[src/rtl/hgrad_pkg.sv]
package hgrad_pkg;

    localparam int PIX_W_DEF = 8;

    typedef enum logic {
        FOLD_CLIP = 1'b0,
        FOLD_WRAP = 1'b1
    } fold_mode_e;

    // Width of a 1-2-1 weighted column sum of unsigned pixels of width w
    function automatic int colsum_width(input int w);
        return w + 2;
    endfunction

    // Width of the signed difference of two column sums
    function automatic int diff_width(input int w);
        return w + 3;
    endfunction

endpackage

[src/rtl/hgrad_colsum.sv]
module hgrad_colsum #(
    parameter int PIX_W = hgrad_pkg::PIX_W_DEF,
    localparam int CS_W = hgrad_pkg::colsum_width(PIX_W)
) (
    input  logic [PIX_W-1:0] top_px,
    input  logic [PIX_W-1:0] mid_px,
    input  logic [PIX_W-1:0] bot_px,
    output logic [CS_W-1:0]  col_sum
);
    always_comb begin
        col_sum = {2'b00, top_px} + {1'b0, mid_px, 1'b0} + {2'b00, bot_px};
    end
endmodule

[src/rtl/hgrad_fold.sv]
module hgrad_fold #(
    parameter int PIX_W = hgrad_pkg::PIX_W_DEF,
    localparam int DF_W = hgrad_pkg::diff_width(PIX_W)
) (
    input  logic signed [DF_W-1:0] diff_in,
    input  hgrad_pkg::fold_mode_e  mode,
    output logic [PIX_W-1:0]       folded
);
    logic is_neg;
    logic is_big;

    always_comb begin
        is_neg = diff_in[DF_W-1];
        is_big = |diff_in[DF_W-2:PIX_W];
        if (mode == hgrad_pkg::FOLD_WRAP) begin
            folded = diff_in[PIX_W-1:0];
        end else if (is_neg) begin
            folded = '0;
        end else if (is_big) begin
            folded = '1;
        end else begin
            folded = diff_in[PIX_W-1:0];
        end
    end
endmodule

[src/rtl/hgrad_sobel.sv]
module hgrad_sobel #(
    parameter int PIX_W = hgrad_pkg::PIX_W_DEF
) (
    input  logic             clk,
    input  logic             rst,
    input  logic             wrap_mode,
    input  logic [PIX_W-1:0] pix_nw,
    input  logic [PIX_W-1:0] pix_n,
    input  logic [PIX_W-1:0] pix_ne,
    input  logic [PIX_W-1:0] pix_w,
    input  logic [PIX_W-1:0] pix_c,
    input  logic [PIX_W-1:0] pix_e,
    input  logic [PIX_W-1:0] pix_sw,
    input  logic [PIX_W-1:0] pix_s,
    input  logic [PIX_W-1:0] pix_se,
    output logic [PIX_W-1:0] grad_out
);
    localparam int CS_W = hgrad_pkg::colsum_width(PIX_W);
    localparam int DF_W = hgrad_pkg::diff_width(PIX_W);
    localparam int NSIDE = 2;

    // side 0 = left column (positive), side 1 = right column (negative)
    logic [PIX_W-1:0] side_px [NSIDE][3];
    logic [CS_W-1:0]  side_sum [NSIDE];
    logic signed [DF_W-1:0] diff;
    logic [PIX_W-1:0] folded;
    hgrad_pkg::fold_mode_e mode;

    // centre column carries zero weight and is not routed into the datapath
    logic unused_centre;
    assign unused_centre = ^{pix_n, pix_c, pix_s};

    always_comb begin
        side_px[0][0] = pix_nw;
        side_px[0][1] = pix_w;
        side_px[0][2] = pix_sw;
        side_px[1][0] = pix_ne;
        side_px[1][1] = pix_e;
        side_px[1][2] = pix_se;
        mode = wrap_mode ? hgrad_pkg::FOLD_WRAP : hgrad_pkg::FOLD_CLIP;
    end

    for (genvar s = 0; s < NSIDE; s++) begin : g_side
        hgrad_colsum #(.PIX_W(PIX_W)) u_col (
            .top_px (side_px[s][0]),
            .mid_px (side_px[s][1]),
            .bot_px (side_px[s][2]),
            .col_sum(side_sum[s])
        );
    end

    always_comb begin
        diff = $signed({1'b0, side_sum[0]}) - $signed({1'b0, side_sum[1]});
    end

    hgrad_fold #(.PIX_W(PIX_W)) u_fold (
        .diff_in(diff),
        .mode   (mode),
        .folded (folded)
    );

    always_ff @(posedge clk) begin
        if (rst) begin
            grad_out <= '0;
        end else begin
            grad_out <= folded;
        end
    end
endmodule

[config.mk]
export PLATFORM = sky130hd
export DESIGN_NAME = hgrad_sobel
export DESIGN_NICKNAME = d
export VERILOG_FILES = /design/src/rtl/hgrad_pkg.sv /design/src/rtl/hgrad_colsum.sv /design/src/rtl/hgrad_fold.sv /design/src/rtl/hgrad_sobel.sv
export SDC_FILE = /design/constraint.sdc
export NUM_CORES = 1
export LEC_CHECK = 0
export BUFFER_PORTS_ARGS = -buffer_cell sky130_fd_sc_hd__buf_2
export CAP_MARGIN = 20
export CORE_ASPECT_RATIO = 0.8
export CORE_MARGIN = 2
export CORE_UTILIZATION = 43
export CTS_CLUSTER_SIZE = 40
export DETAILED_ROUTE_END_ITERATION = 10
export PLACE_DENSITY = 0.81
export SETUP_SLACK_MARGIN = 0.4
export SKIP_LAST_GASP = 1
export SLEW_MARGIN = 30
export SYNTH_ARGS = -nofsm -noshare
export SYNTH_HDL_FRONTEND = slang
export SYNTH_SLANG_ARGS = --single-unit
[constraint.sdc]
create_clock -name clk -period 3.81 [get_ports clk]
set_input_delay 0.381 -clock clk [delete_from_list [all_inputs] [get_ports clk]]
set_output_delay 0.381 -clock clk [all_outputs]
set_load 0.05 [all_outputs]
==> flow_metrics.env <==
export IMPL_grt_pass1_vias=1344
export IMPL_die_h_um=60.0
export IMPL_setup_ws_ps=393
export IMPL_root_buffer="clkbuf_8"
export IMPL_power_density_mw_per_mm2=787
export IMPL_synth_top_area_cell="fa_1"
export IMPL_yosysWarnings=0
export IMPL_cp_required_ps=3910
export IMPL_syn_inst=187
export IMPL_areaGrowthSynthToFinish_pct=40.6
export IMPL_yosysTopAreaCellShare_pct=36.8
export IMPL_drt_iter0_drc=13
export IMPL_n_antenna_cell=0
export IMPL_clockBufferDepth=2
export IMPL_antenna_left=0
export IMPL_finalCriticalPeriod_ps=3420
export IMPL_hold_viol_final=0
export IMPL_start_util_pct=44.6
export IMPL_antenna_found_initial=0
export IMPL_max_vdd_ir_drop_mv=0.323
export IMPL_clk_pin_slew_ps=40
export IMPL_largest_reg_flops=8
export IMPL_start_kind="input pin"
export IMPL_cellLeakagePower_nw=1.26
export IMPL_wirelength_mm=2.98
export IMPL_worstSetupEndpointType="flip-flop"
export IMPL_tightest_slew_ps=430
export IMPL_syn_nets=305
export IMPL_syn_area_mm2=0.00169
export IMPL_drv_cap=0
export IMPL_worstSetupPathType="in -> reg"
export IMPL_setup_violations=0
export IMPL_fin_setup_tns_ps=0
export IMPL_die_area_mm2=0.00444
export IMPL_finish_instance_area_mm2=0.00237
export IMPL_syn_area_per_cell_um2=9.02
export IMPL_drc=0
export IMPL_grt_start_max_net_pins=11
export IMPL_drive_gt1_share_pct=42.6
export IMPL_synth_ff_type="dfxtp_1"
export IMPL_synth_most_common_cell="inv_1"
export IMPL_hold_buffers=0
export IMPL_yosys_top_cells_count="70 x inv_1, 31 x fa_1, 12 x ha_1"
export IMPL_cts_tree="yes"
export IMPL_synth_cell_types=36
export IMPL_fin_crit_sh_pct=89.7
export IMPL_asyncSetResetFlopFracSynth_pct=0
export IMPL_reg_top3="grad_out (8)"
export IMPL_ys_ff_latch=8
export IMPL_status="completed"
export IMPL_grt_first_pass_wirelength_mm=5.22
export IMPL_hold_slack_ps=551
export IMPL_relSlewSlack_pct=71.3
export IMPL_via_per_inst=4.58
export IMPL_vias=1434
export IMPL_critPathMaxFanout=7
export IMPL_dpl_hpwl_mm=2.59
export IMPL_place_congestion=0.807
export IMPL_critical_path_arrival_ps=3520
export IMPL_gr_usage_all_layers_pct=14.6
export IMPL_synth_seq_area_share_pct=9.50
export IMPL_rows=20
export IMPL_die_width_um=74.0
export IMPL_largest_register="grad_out"
export IMPL_htree_num_levels=1
export IMPL_cp_startpoint="pix_ne[0]"
export IMPL_fmax_mhz=293
export IMPL_core_mm2=0.00378
export IMPL_worstHoldPathType="in -> reg"
export IMPL_synthTopCellsByArea="fa_1 37%, inv_1 16%, dfxtp_1 9.5%, ha_1 8.9%, a21o_1 3.1%"
export IMPL_cp_endpoint="grad_out[2]$_SDFF_PP0_"
export IMPL_dr_pass1_iters=4
export IMPL_place_port_buffers=58
export IMPL_dpl_cell_area_mm2=0.00213
export IMPL_place_ws_ps=11.3
export IMPL_rsz0062_at_grt="yes"
export IMPL_cts_sinks=8
export IMPL_cts_made_buffers=3
export IMPL_drt_wirelength_per_cell_um=9.51
export IMPL_slew_viol_final=0
export IMPL_fin_nets=378
export IMPL_num_io_pins=83
export IMPL_overflow=0
export IMPL_synth_edf_count=0
export IMPL_holdPathStages=3
cells by family after synthesis:
family                   synth area share, %
buffers and inverters                   16.8
adder cells (fa/ha/maj)                 45.7
XOR/XNOR                                1.04
AND/OR/NAND/NOR                         7.64
AO/OA/AOI/OAI                           19.3
flip-flops                              9.50
cell usage in the layout (no fill, tap or decap), types with 2 or more instances in the layout:
cell type   n
ha_1        5
nand2_1     3
fa_2        3
fa_1       28
buf_6       3
o21ai_0     3
a21o_1      7
inv_2       6
buf_2      56
nand3_1     2
nor2_1      6
a21oi_4     2
ha_4        6
a21boi_0    2
a211oi_2    4
dfxtp_1     8
clkbuf_8    3
inv_1      63
or3_1       2
o211ai_1    2
xor2_1      2
a21oi_2     2
buf_4      11
a21oi_1     6
worst max-delay path, stage by stage:
cell	delay, ps
buf_6	90
fa_1	540
inv_2	40
fa_2	350
inv_2	60
fa_1	390
inv_1	70
ha_2	190
inv_2	50
fa_2	390
nand2b_4	160
a21oi_4	220
o2111ai_4	170
a21oi_4	300
a21oi_1	110
metal layers:
layer	vias up	track usage [%]	share of wire (%)
met3	0	2.87	5.1
met2	38	29.1	54
met4	0	0	0
met5	-	0	0
li1	714	-	-
met1	682	17.1	41
layout make-up:
class                      count  area (um^2)
multi-input combinational    107         1430
fill                         314         1410
timing repair buffer          70          397
inverter                      70          270
sequential                     8          160
tap                           55         68.8
clock buffer                   3         41.3
report_power, final:
part | leakage [nW] | internal [mW] | switching [mW]
Combinational | 1.17 | 0.745 | 0.898
Sequential | 0.0664 | 0.119 | 0.00575
Clock | 0.0216 | 0.0681 | 0.0292
Total | 1.26 | 0.932 | 0.933
per-stage QoR:
step                instances  total power [mW]  utilization, %
global route              313              2.05            62.7
CTS                       307              1.72            60.2
floorplan                 187              1.23               -
detailed placement        299              1.46            56.4
finish                    313              1.87            62.7
global placement          299              1.42            56.4
timing repair:
action,in CTS,in global routing
gates resized for setup,12,15
endpoints found under the setup margin,8,8
endpoints found under the hold margin,0,0
pin swaps,16,25
setup buffers,5,6
how the worst min path moves through the flow:
stage,end,start,slack (ps)
6_report,grad_out[3]$_SDFF_PP0_,wrap_mode,550
5_1_grt,grad_out[5]$_SDFF_PP0_,rst,570
4_1_cts,grad_out[3]$_SDFF_PP0_,wrap_mode,550
3_5_place_dp,grad_out[7]$_SDFF_PP0_,rst,740
3_3_place_gp,grad_out[5]$_SDFF_PP0_,rst,740
2_1_floorplan,grad_out[5]$_SDFF_PP0_,rst,610
Power figures use the tool's default switching activity.
